## config.mk

```make
export PLATFORM = sky130hd
export DESIGN_NAME = intc_regwin
export DESIGN_NICKNAME = d
export VERILOG_FILES = /design/src/rtl/regwin_pkg.sv /design/src/rtl/regwin_decode.sv /design/src/rtl/regwin_entry.sv /design/src/rtl/intc_regwin.sv
export SDC_FILE = /design/constraint.sdc
export NUM_CORES = 2
export LEC_CHECK = 0
export ABC_AREA = 1
export BUFFER_PORTS_ARGS = -buffer_cell sky130_fd_sc_hd__buf_2
export CORE_AREA = 2 2 657 659
export CTS_CLUSTER_SIZE = 8
export DETAILED_ROUTE_END_ITERATION = 7
export DIE_AREA = 0 0 659 661
export PLACE_DENSITY = 0.41
export SYNTH_ARGS = -nofsm -noshare
export SYNTH_HDL_FRONTEND = slang
export SYNTH_SLANG_ARGS = --single-unit
```

## constraint.sdc

```tcl
create_clock -name clk -period 3.9 [get_ports clk]
set_clock_uncertainty 0.15 [all_clocks]
set_input_delay 1.17 -clock clk [delete_from_list [all_inputs] [get_ports clk]]
set_output_delay 1.17 -clock clk [all_outputs]
set_load 0.02 [all_outputs]
```

## src/rtl/regwin_pkg.sv

```systemverilog
package regwin_pkg;
  localparam int          ENT_W      = 64;
  localparam int          WORD_W     = 32;
  localparam int          MASK_BIT   = 16;
  localparam int          RPEND_BIT  = 14;
  localparam logic [7:0]  VER_CODE   = 8'h11;
  localparam logic [7:0]  OFS_SEL    = 8'h00;
  localparam logic [7:0]  OFS_WIN    = 8'h10;
  localparam logic [7:0]  SEL_IDENT  = 8'h00;
  localparam logic [7:0]  SEL_VER    = 8'h01;
  localparam logic [7:0]  SEL_ARB    = 8'h02;
  localparam logic [7:0]  SEL_TBL0   = 8'h10;
  localparam logic [2:0]  FULL_WORD  = 3'd4;

  typedef enum logic [2:0] {
    TGT_NONE,
    TGT_SEL,
    TGT_IDENT,
    TGT_VER,
    TGT_ARB,
    TGT_ENT
  } tgt_e;
endpackage

```

## src/rtl/regwin_decode.sv

```systemverilog
module regwin_decode
  import regwin_pkg::*;
#(
  parameter int NUM_PINS = 24,
  parameter int IDX_W    = 5
) (
  input  logic [7:0]       addr_i,
  input  logic [2:0]       size_i,
  input  logic [7:0]       sel_i,
  output tgt_e             tgt_o,
  output logic [IDX_W-1:0] idx_o,
  output logic             hi_o
);
  logic [7:0] rel;
  logic [6:0] idx_full;

  assign rel      = sel_i - SEL_TBL0;
  assign idx_full = rel[7:1];
  assign hi_o     = sel_i[0];
  assign idx_o    = idx_full[IDX_W-1:0];

  always_comb begin
    tgt_o = TGT_NONE;
    if (addr_i == OFS_SEL) begin
      tgt_o = TGT_SEL;
    end else if (addr_i == OFS_WIN && size_i == FULL_WORD) begin
      if (sel_i == SEL_IDENT)      tgt_o = TGT_IDENT;
      else if (sel_i == SEL_VER)   tgt_o = TGT_VER;
      else if (sel_i == SEL_ARB)   tgt_o = TGT_ARB;
      else if (sel_i >= SEL_TBL0 && int'(idx_full) < NUM_PINS)
        tgt_o = TGT_ENT;
    end
  end
endmodule

```

## src/rtl/regwin_entry.sv

```systemverilog
module regwin_entry
  import regwin_pkg::*;
(
  input  logic              clk,
  input  logic              rst,
  input  logic              wr_lo_i,
  input  logic              wr_hi_i,
  input  logic [WORD_W-1:0] wdata_i,
  input  logic              set_i,
  input  logic              clr_i,
  output logic [ENT_W-1:0]  q_o
);
  localparam logic [WORD_W-1:0] RP_M  = WORD_W'(1) << RPEND_BIT;
  localparam logic [ENT_W-1:0]  RST_V = ENT_W'(1) << MASK_BIT;

  logic [ENT_W-1:0] q;

  always_ff @(posedge clk) begin
    if (rst) begin
      q <= RST_V;
    end else begin
      if (wr_lo_i) q[WORD_W-1:0] <= (wdata_i & ~RP_M) | (q[WORD_W-1:0] & RP_M);
      if (wr_hi_i) q[ENT_W-1:WORD_W] <= wdata_i;
      if (set_i)      q[RPEND_BIT] <= 1'b1;
      else if (clr_i) q[RPEND_BIT] <= 1'b0;
    end
  end

  assign q_o = q;

  p_rpend_hold_r10: assert property (@(posedge clk) disable iff (rst)
    (!set_i && !clr_i) |=> $stable(q_o[RPEND_BIT]));
  p_rpend_set_r10: assert property (@(posedge clk) disable iff (rst)
    set_i |=> q_o[RPEND_BIT]);
  p_rpend_clr_r10: assert property (@(posedge clk) disable iff (rst)
    (clr_i && !set_i) |=> !q_o[RPEND_BIT]);
  p_hi_kept_r6: assert property (@(posedge clk) disable iff (rst)
    !wr_hi_i |=> $stable(q_o[ENT_W-1:WORD_W]));
endmodule

```

## src/rtl/intc_regwin.sv

```systemverilog
module intc_regwin
  import regwin_pkg::*;
#(
  parameter int NUM_PINS = 24
) (
  input  logic                      clk,
  input  logic                      rst,
  input  logic                      bus_wr_i,
  input  logic                      bus_rd_i,
  input  logic [7:0]                bus_addr_i,
  input  logic [2:0]                bus_size_i,
  input  logic [WORD_W-1:0]         bus_wdata_i,
  output logic [WORD_W-1:0]         bus_rdata_o,
  input  logic [NUM_PINS-1:0]       rirr_set_i,
  input  logic [NUM_PINS-1:0]       rirr_clr_i,
  output logic                      tbl_chg_o,
  output logic [NUM_PINS*ENT_W-1:0] entries_o
);
  localparam int IDX_W = (NUM_PINS > 1) ? $clog2(NUM_PINS) : 1;
  localparam logic [WORD_W-1:0] VER_WORD =
    WORD_W'(VER_CODE) | (WORD_W'(NUM_PINS - 1) << 16);

  logic [7:0]        sel_q;
  logic [3:0]        ident_q;
  logic [WORD_W-1:0] rdata_q;
  logic              chg_q;
  tgt_e              tgt;
  logic [IDX_W-1:0]  idx;
  logic              hi;
  logic [NUM_PINS-1:0] wr_lo, wr_hi;
  logic [ENT_W-1:0]  ent [NUM_PINS];
  logic [WORD_W-1:0] rd_val;
  logic              ent_wr;

  regwin_decode #(.NUM_PINS(NUM_PINS), .IDX_W(IDX_W)) u_dec (
    .addr_i(bus_addr_i), .size_i(bus_size_i), .sel_i(sel_q),
    .tgt_o(tgt), .idx_o(idx), .hi_o(hi)
  );

  for (genvar i = 0; i < NUM_PINS; i++) begin : g_ent
    assign wr_lo[i] = bus_wr_i && tgt == TGT_ENT && idx == IDX_W'(i) && !hi;
    assign wr_hi[i] = bus_wr_i && tgt == TGT_ENT && idx == IDX_W'(i) && hi;
    regwin_entry u_ent (
      .clk(clk), .rst(rst), .wr_lo_i(wr_lo[i]), .wr_hi_i(wr_hi[i]),
      .wdata_i(bus_wdata_i), .set_i(rirr_set_i[i]), .clr_i(rirr_clr_i[i]),
      .q_o(ent[i])
    );
    assign entries_o[i*ENT_W +: ENT_W] = ent[i];
  end

  assign ent_wr = |{wr_lo, wr_hi};

  always_comb begin
    rd_val = '0;
    case (tgt)
      TGT_SEL:   rd_val = WORD_W'(sel_q);
      TGT_IDENT: rd_val = WORD_W'(ident_q) << 24;
      TGT_VER:   rd_val = VER_WORD;
      TGT_ENT: begin
        for (int i = 0; i < NUM_PINS; i++)
          if (idx == IDX_W'(i))
            rd_val = hi ? ent[i][ENT_W-1:WORD_W] : ent[i][WORD_W-1:0];
      end
      default:   rd_val = '0;
    endcase
  end

  always_ff @(posedge clk) begin
    if (rst) begin
      sel_q   <= '0;
      ident_q <= '0;
      rdata_q <= '0;
      chg_q   <= 1'b0;
    end else begin
      rdata_q <= bus_rd_i ? rd_val : '0;
      chg_q   <= ent_wr;
      if (bus_wr_i && tgt == TGT_SEL)   sel_q   <= bus_wdata_i[7:0];
      if (bus_wr_i && tgt == TGT_IDENT) ident_q <= bus_wdata_i[27:24];
    end
  end

  assign bus_rdata_o = rdata_q;
  assign tbl_chg_o   = chg_q;

  p_one_half_r6: assert property (@(posedge clk) disable iff (rst)
    $onehot0({wr_lo, wr_hi}));
  p_chg_cause_r8: assert property (@(posedge clk) disable iff (rst)
    tbl_chg_o |-> $past(bus_wr_i && bus_addr_i == OFS_WIN && bus_size_i == FULL_WORD));
  p_short_read_zero_r2: assert property (@(posedge clk) disable iff (rst)
    (bus_rd_i && bus_addr_i == OFS_WIN && bus_size_i != FULL_WORD) |=> bus_rdata_o == '0);
  p_idle_zero_r11: assert property (@(posedge clk) disable iff (rst)
    !bus_rd_i |=> bus_rdata_o == '0);
  p_sel_echo_r1: assert property (@(posedge clk) disable iff (rst)
    (bus_rd_i && bus_addr_i == OFS_SEL) |=> bus_rdata_o == WORD_W'($past(sel_q)));
endmodule

```

=== Word level (Yosys, flattened, before mapping) ===
Index checks and enable logic that the tools add are counted.

* Register bits: 1581
* Input port bits: 95
* Output and inout bits: 1569
* Word-level logic and storage cells: 369

* Add/subtract/negate cells: 1
* Order comparisons: 2
* Eq/ne operators: 31
* Multiplexer cells: 127
* Bitwise gates (word level): 25
* Reduce and logical (&&, ||, !) cells: 107

{| class="wikitable"
|+ Operators by type and width
! kind !! number
|-
| $mux W32 || 48
|-
| $or A32 B15 Y32 || 24
|-
| $mux W15 || 24
|-
| $pmux W32 S4 || 1
|-
| $logic_and A1 B1 Y1 || 77
|-
| $reduce_bool A3 Y1 || 24
|-
| $mux W1 || 48
|-
| $reduce_or A48 Y1 || 1
|-
| $eq A5 B4 Y1 const B || 8
|-
| $eq A5 B5 Y1 const B || 8
|-
| $eq A5 B3 Y1 const B || 4
|-
| $mux W3 || 6
|-
| $logic_not A8 Y1 || 2
|-
| $eq A5 B2 Y1 const B || 2
|-
| $eq A8 B1 Y1 const B || 1
|-
| $eq A8 B2 Y1 const B || 1
|-
| $eq A8 B5 Y1 const B || 1
|-
| $ge A8 B5 Y1 const B || 1
|-
| $sub A8 B5 Y8 const B || 1
|-
| $lt A7 B5 Y1 const B || 1
|-
| $eq A3 B2 Y1 const B || 2
|-
| $eq A3 B3 Y1 const B || 2
|-
| $eq A5 B1 Y1 const B || 1
|-
| $logic_not A5 Y1 || 1
|-
| other kinds (4) || 4
|}

=== Logic depth before layout (Yosys ltp) ===
* Depth after elaboration: 27
* Gate-level depth with buffers: 23
* Gate-level depth less buffers: 22

=== By module ===
Synthesis repeated with hierarchy kept, for this count alone.

* Cells, all modules: 9947
* Area, all modules: 69764.4 um2

{| class="wikitable"
|+ Modules (own cells, without submodules)
! module !! instances !! cells an instance !! area each (um2) !! sequential area each (um2)
|-
| regwin_entry || 24 || 278 || 2218.4 || 1281.2
|-
| intc_regwin || 1 || 3221 || 16254.3 || 900.9
|-
| regwin_decode || 1 || 54 || 269.0 || 0.0
|}

=== Worst setup path after synthesis ===
No wires, ideal clock.

* Path kind: input -> register
* Start: in bus_addr_i[1]
* End: reg g_ent[15].u_ent.q[43]
* Setup time: 0.146 ns
* Arrival time: 3.303 ns
* Data required time: 3.604 ns
* Setup slack: 0.300 ns
* Cell stages on the path: 15
* Path buffers: 3
* Cells stage by stage: nor4_4 > nand4_1 > inv_1 > o21ai_1 > nand2_2 > inv_2 > nor4_2 > inv_2 > nor2_2 > inv_2 > buf_6 > buf_6 > nor3_4 > buf_4 > a211oi_2

* Longest elaborated chain between the ends: 8
* Elaborated cells on any way between the ends: 9
* Classes of those cells: eq/ne (2); mux (2); reduce/logical (5)

{| class="wikitable"
|+ Ends and longest elaborated chain
! element !! RTL line !! source
|-
| start: declaration || intc_regwin.sv:10 || <nowiki>input logic [7:0] bus_addr_i,</nowiki>
|-
| $eq A8 B5 Y1 || regwin_decode.sv:26 || <nowiki>end else if (addr_i == OFS_WIN && size_i == FULL_WORD) begin</nowiki>
|-
| $logic_and A1 B1 Y1 || regwin_decode.sv:26 ||
|-
| $mux W3 || regwin_decode.sv:26 ||
|-
| $mux W3 (*) || regwin_decode.sv:24 || <nowiki>if (addr_i == OFS_SEL) begin</nowiki>
|-
| $eq A3 B3 Y1 (*) || intc_regwin.sv:42 || <nowiki>assign wr_hi[i] = bus_wr_i && tgt == TGT_ENT && idx == IDX_W'(i) && hi;</nowiki>
|-
| $logic_and A1 B1 Y1 (*) (3 in series) || intc_regwin.sv:42 ||
|-
| end signal: indexed assignment || regwin_entry.sv:22 || <nowiki>if (wr_lo_i) q[WORD_W-1:0] <= (wdata_i & ~RP_M) | (q[WORD_W-1:0] & RP_M);</nowiki>
|-
| end signal: indexed assignment || regwin_entry.sv:23 || <nowiki>if (wr_hi_i) q[ENT_W-1:WORD_W] <= wdata_i;</nowiki>
|-
| end: declaration || regwin_entry.sv:16 || <nowiki>logic [ENT_W-1:0] q;</nowiki>
|}

Every way passes the cells marked *; elsewhere a longest branch is shown, timed or not.
A chain may end at the register's enable or synchronous reset.

=== Worst setup path after layout ===
* Start: reg sel_q[4]
* End: reg rdata_q[5] (netlist: bus_rdata_o[5])

* Longest elaborated chain between the ends: 27
* Elaborated cells on any way between the ends: 66
* Classes of those cells: add/sub (1); order compare (2); eq/ne (29); mux (31); reduce/logical (3)

{| class="wikitable"
|+ Ends and longest elaborated chain
! element !! RTL line !! source
|-
| start: declaration || intc_regwin.sv:23 || <nowiki>logic [7:0] sel_q;</nowiki>
|-
| start signal: assignment || intc_regwin.sv:77 || <nowiki>if (bus_wr_i && tgt == TGT_SEL) sel_q <= bus_wdata_i[7:0];</nowiki>
|-
| $sub A8 B5 Y8 || regwin_decode.sv:17 || <nowiki>assign rel = sel_i - SEL_TBL0;</nowiki>
|-
| $logic_not A5 Y1 || intc_regwin.sv:61 || <nowiki>if (idx == IDX_W'(i))</nowiki>
|-
| $mux W32 (24 in series) || intc_regwin.sv:61 ||
|-
| $pmux W32 S4 (*) || intc_regwin.sv:55 || <nowiki>case (tgt)</nowiki>
|-
| end signal: assignment || intc_regwin.sv:75 || <nowiki>rdata_q <= bus_rd_i ? rd_val : '0;</nowiki>
|-
| end: declaration || intc_regwin.sv:25 || <nowiki>logic [WORD_W-1:0] rdata_q;</nowiki>
|}

Marks and branches as above.

==> run_summary.xml <==
<?xml version="1.0" encoding="UTF-8"?>
<metrics>
  <group name="timing">
    <metric name="slew_violations" unit="">0</metric>
    <metric name="final_hold_violations" unit="">0</metric>
    <metric name="final-setup-viol-count" unit="">21</metric>
    <metric name="max_clock_freq" unit="MHz">213</metric>
    <metric name="slew_worst_pin" unit="ns">1.19</metric>
    <metric name="post-route-worst-setup-slack" unit="ns">-0.793</metric>
    <metric name="rsz_0062_raised_after_global_routing" unit="">true</metric>
    <metric name="timing.final.crit_period" unit="ns">4.69</metric>
    <metric name="finalSetupTns" unit="ns">-7.24</metric>
    <metric name="max_slew_margin" unit="">0.201</metric>
    <metric name="fin_crit_sh" unit="">1.20</metric>
  </group>
  <group name="power">
    <metric name="internal_power_of_the_cells" unit="mW">27.5</metric>
    <metric name="p_sw_frac" unit="">0.271</metric>
    <metric name="combinationalPowerShare" unit="">0.056</metric>
    <metric name="power.share.clock" unit="">0.514</metric>
    <metric name="net-switching-power" unit="mW">10.2</metric>
    <metric name="power.static_leakage" unit="nW">43.6</metric>
    <metric name="ir_drop" unit="uV">357</metric>
    <metric name="power" unit="mW">37.8</metric>
    <metric name="power_density" unit="mW/mm2">360</metric>
    <metric name="p_seq_frac" unit="">0.430</metric>
  </group>
  <group name="grt">
    <metric name="grt_antenna_before_repair" unit="">74</metric>
    <metric name="grt_start_max_net_pins" unit="">142</metric>
    <metric name="vias_in_the_first_global_route" unit="">71700</metric>
    <metric name="grt_pass1_wl" unit="um">786000</metric>
    <metric name="global_route.usage.total" unit="">0.275</metric>
    <metric name="grt_overflow" unit="">0</metric>
  </group>
  <group name="worst_setup_path">
    <metric name="worstSetupStartpointType" unit="">flip-flop</metric>
    <metric name="critical_path_required" unit="ns">4.59</metric>
    <metric name="data_arrival_time_of_the_critical_path" unit="ns">5.38</metric>
    <metric name="worst-setup-path-type" unit="">flip-flop to flip-flop</metric>
    <metric name="timing.critical_path.to_type" unit="">flip-flop</metric>
    <metric name="crit_fanout" unit="">6</metric>
  </group>
  <group name="synthesis">
    <metric name="post_synth_num_cell_types" unit="">38</metric>
    <metric name="post_synthesis_async_set_or_reset_flop_share" unit="">0</metric>
    <metric name="synth.yosys.seq_area_share" unit="">0.439</metric>
    <metric name="synthDominantCellAreaShare" unit="">0.439</metric>
    <metric name="synthesis.area" unit="mm2">0.0721</metric>
    <metric name="synth_enable_flop_cells" unit="">0</metric>
    <metric name="syn-mean-instance-area" unit="um2">8.27</metric>
    <metric name="synthesis.instances" unit="">8714</metric>
    <metric name="synth_top_cells_by_area" unit="">sky130_fd_sc_hd__dfxtp_1 (44%), sky130_fd_sc_hd__a211oi_2 (13%), sky130_fd_sc_hd__nor2_1 (8.6%)</metric>
    <metric name="synth-seq-cells" unit="">1581</metric>
    <metric name="count_of_synthesis_stage_warnings_from_yosys" unit="">0</metric>
    <metric name="synth_largest_area_cell" unit="">sky130_fd_sc_hd__dfxtp_1</metric>
    <metric name="yosys_most_used_dff" unit="">sky130_fd_sc_hd__dfxtp_1</metric>
    <metric name="synth_nets" unit="">8811</metric>
  </group>
  <group name="detailed_routing">
    <metric name="post_route_antenna_net_violation_count" unit="">0</metric>
    <metric name="highest-signal-layer" unit="">met5</metric>
    <metric name="met1Wirelength" unit="um">244000</metric>
    <metric name="routed_wirelength" unit="um">628000</metric>
    <metric name="remaining_drc_errors" unit="">0</metric>
    <metric name="route.met3.wl" unit="um">51400</metric>
    <metric name="wire_per_inst" unit="um">37.7</metric>
    <metric name="drt_pre_antenna_iters" unit="">5</metric>
    <metric name="drt-initial-drc-count" unit="">9042</metric>
    <metric name="avgViaCountPerCell" unit="">4.70</metric>
    <metric name="detailroute.via_count" unit="">78400</metric>
    <metric name="met2_length" unit="um">289000</metric>
  </group>
  <group name="place">
    <metric name="detailedPlace.worstSlack" unit="ns">-2.35</metric>
    <metric name="io_buffer_count" unit="">1663</metric>
    <metric name="dp.final_hpwl" unit="um">487000</metric>
    <metric name="detailed_place.area" unit="mm2">0.0945</metric>
    <metric name="globalplace.congestion" unit="">0.942</metric>
  </group>
  <group name="cells_and_area">
    <metric name="flow.area_growth_from_synthesis" unit="%">45.6</metric>
    <metric name="utilization" unit="">0.245</metric>
    <metric name="layout_commonest_cell" unit="">sky130_fd_sc_hd__buf_2</metric>
    <metric name="drive_above_1_share" unit="">0.401</metric>
    <metric name="most_frequent_cells_in_the_layout" unit="">sky130_fd_sc_hd__buf_2 (1,654), sky130_fd_sc_hd__nor2_1 (1,615), sky130_fd_sc_hd__dfxtp_1 (1,576), sky130_fd_sc_hd__nand2_1 (762), sky130_fd_sc_hd__a211oi_2 (744)</metric>
    <metric name="final_design_area_no_fill" unit="mm2">0.105</metric>
    <metric name="final_nets" unit="">10900</metric>
  </group>
  <group name="clock_network">
    <metric name="clock-root-buffer" unit="">sky130_fd_sc_hd__clkbuf_16</metric>
    <metric name="clock_sinks" unit="">1581</metric>
    <metric name="cts_buffers" unit="">229</metric>
    <metric name="clk_latency" unit="ns">0.96</metric>
    <metric name="h_tree_lvls" unit="">4</metric>
    <metric name="clock_slew_at_the_register_clock_pins_of_the_worst_setup_and_hold_paths" unit="ns">0.06</metric>
    <metric name="tritoncts" unit="">built</metric>
    <metric name="clock_tree_buffer_depth" unit="">4</metric>
  </group>
  <group name="status">
    <metric name="outcome" unit="">finished with violations</metric>
    <metric name="failed_checks" unit="">setup timing</metric>
  </group>
  <group name="hold_path">
    <metric name="path_type_of_the_worst_min_delay_path" unit="">primary input to flip-flop</metric>
  </group>
  <group name="floorplan">
    <metric name="fp.dieH" unit="um">661</metric>
    <metric name="design.portCount" unit="">1664</metric>
    <metric name="std_cell_rows" unit="">241</metric>
    <metric name="initial_util" unit="">0.168</metric>
    <metric name="design.die.area" unit="mm2">0.436</metric>
    <metric name="die_width" unit="um">659</metric>
    <metric name="design.core.area" unit="mm2">0.429</metric>
  </group>
  <group name="job">
    <metric name="maxCapViolCount" unit="">0</metric>
  </group>
</metrics>
## worst max-delay path, stage by stage, from the launching register on
cell and delay, ns:
sky130_fd_sc_hd__dfxtp_2 0.33, sky130_fd_sc_hd__inv_2 0.05, sky130_fd_sc_hd__ha_4 0.25, sky130_fd_sc_hd__inv_4 0.08
sky130_fd_sc_hd__buf_12 0.12, sky130_fd_sc_hd__nor2_4 0.08, sky130_fd_sc_hd__buf_12 0.14, sky130_fd_sc_hd__buf_8 0.12
sky130_fd_sc_hd__nand2_4 0.05, sky130_fd_sc_hd__nand3_4 0.09, sky130_fd_sc_hd__nand2_2 0.08, sky130_fd_sc_hd__nand4_1 0.22
sky130_fd_sc_hd__buf_6 0.24, sky130_fd_sc_hd__nand2_8 0.08, sky130_fd_sc_hd__nand4_1 0.12, sky130_fd_sc_hd__buf_6 0.19
sky130_fd_sc_hd__nand2_4 0.08, sky130_fd_sc_hd__nand4_1 0.18, sky130_fd_sc_hd__nand2_2 0.14, sky130_fd_sc_hd__nand2_4 0.10
sky130_fd_sc_hd__nand2_4 0.12, sky130_fd_sc_hd__buf_12 0.14, sky130_fd_sc_hd__nand4_1 0.71, sky130_fd_sc_hd__nand2_2 0.31
sky130_fd_sc_hd__nand3_4 0.18, sky130_fd_sc_hd__nand2_1 0.10, sky130_fd_sc_hd__a21oi_1 0.06
## routing by layer
metal	GRT usage	up-vias
met5	0	-
met3	0.0684	966
met2	0.449	4385
met4	0.160	12
li1	-	34400
met1	0.327	38600
## power by group through the flow
stage | clock network, mW | registers, mW | logic (mW)
4_1_cts | 19.7 | 16.2 | 2.10
3_3_place_gp | 0 | 16.6 | 2.10
2_1_floorplan | 0 | 16.6 | 0.645
3_5_place_dp | 0 | 16.6 | 2.09
6_report | 19.4 | 16.2 | 2.11
5_1_grt | 20.2 | 16.2 | 2.11
## stage by stage
step / hold WS (ns) / cells
global placement: 0.296 / 16200
floorplan: 0.284 / 8714
finish: 0.283 / 16700
global route: 0.270 / 16600
CTS: 0.200 / 16600
detailed placement: 0.297 / 16200
## final timing paths
check,start,end,slack [ns],cells past startpoint
max,sel_q[4]$_SDFFE_PP0P_,bus_rdata_o[5]$_SDFF_PP0_,-0.79,26
min,rirr_set_i[23],g_ent[23].u_ent.q_o[14]$_SDFFE_PP0P_,0.28,3
max reg2reg,sel_q[4]$_SDFFE_PP0P_,bus_rdata_o[5]$_SDFF_PP0_,-0.79,26
min reg2reg,ident_q[2]$_SDFFE_PP0P_,ident_q[2]$_SDFFE_PP0P_,0.31,2
## cells by family after synthesis
| kind of cell | after synthesis | synth area share |
|---|---|---|
| adders and majority gates | 2 | 0.000347 |
| and+or+nand+nor | 2977 | 0.172 |
| AOI/OAI and AO/OA | 2690 | 0.292 |
| buffers and inverters | 1402 | 0.0879 |
| DFF | 1581 | 0.439 |
| muxes | 62 | 0.00861 |
## Yosys cell counts (11+ instances only)
master / n
sky130_fd_sc_hd__nand4_1: 111
sky130_fd_sc_hd__buf_4: 94
sky130_fd_sc_hd__nand2_1: 935
sky130_fd_sc_hd__buf_2: 82
sky130_fd_sc_hd__clkbuf_1: 565
sky130_fd_sc_hd__inv_1: 503
sky130_fd_sc_hd__nor2_1: 1660
sky130_fd_sc_hd__nor3_1: 26
sky130_fd_sc_hd__mux2i_1: 62
sky130_fd_sc_hd__a21oi_1: 494
sky130_fd_sc_hd__a211oi_2: 744
sky130_fd_sc_hd__buf_6: 82
sky130_fd_sc_hd__o211ai_1: 316
sky130_fd_sc_hd__inv_2: 29
sky130_fd_sc_hd__or2_2: 95
sky130_fd_sc_hd__nand3_1: 91
sky130_fd_sc_hd__nor3_2: 11
sky130_fd_sc_hd__buf_1: 43
sky130_fd_sc_hd__o21ai_0: 657
sky130_fd_sc_hd__nor3_4: 35
sky130_fd_sc_hd__dfxtp_1: 1581
sky130_fd_sc_hd__a211oi_1: 457
## registers in the layout (all words and copies together), names as in the netlist
signal and cells:
tbl_chg_o 1, sel_q 8, bus_rdata_o 32, ident_q 4
g_ent.u_ent.q_o 1536
## layout make-up
cell class / instances / area (um2)
Clock buffer: 263 / 6020
Timing Repair inverter: 1 / 8.76
Sequential cell: 1581 / 31700
Tap cell: 5710 / 7140
Multi-Input combinational cell: 5732 / 37000
Fill cell: 47200 / 324000
Timing Repair Buffer: 2750 / 20400
Antenna cell: 74 / 185
Clock inverter: 20 / 402
Inverter: 536 / 2160
## what timing repair did
item / in CTS / in global routing
endpoints found under the setup margin: 32 / 317
setup buffers: 71 / 32
cloned: 11 / 0
hold buffers: 0 / 0
gates resized for setup: 635 / 196
pin swaps: 187 / 238
(Power assumes the default switching activity.)
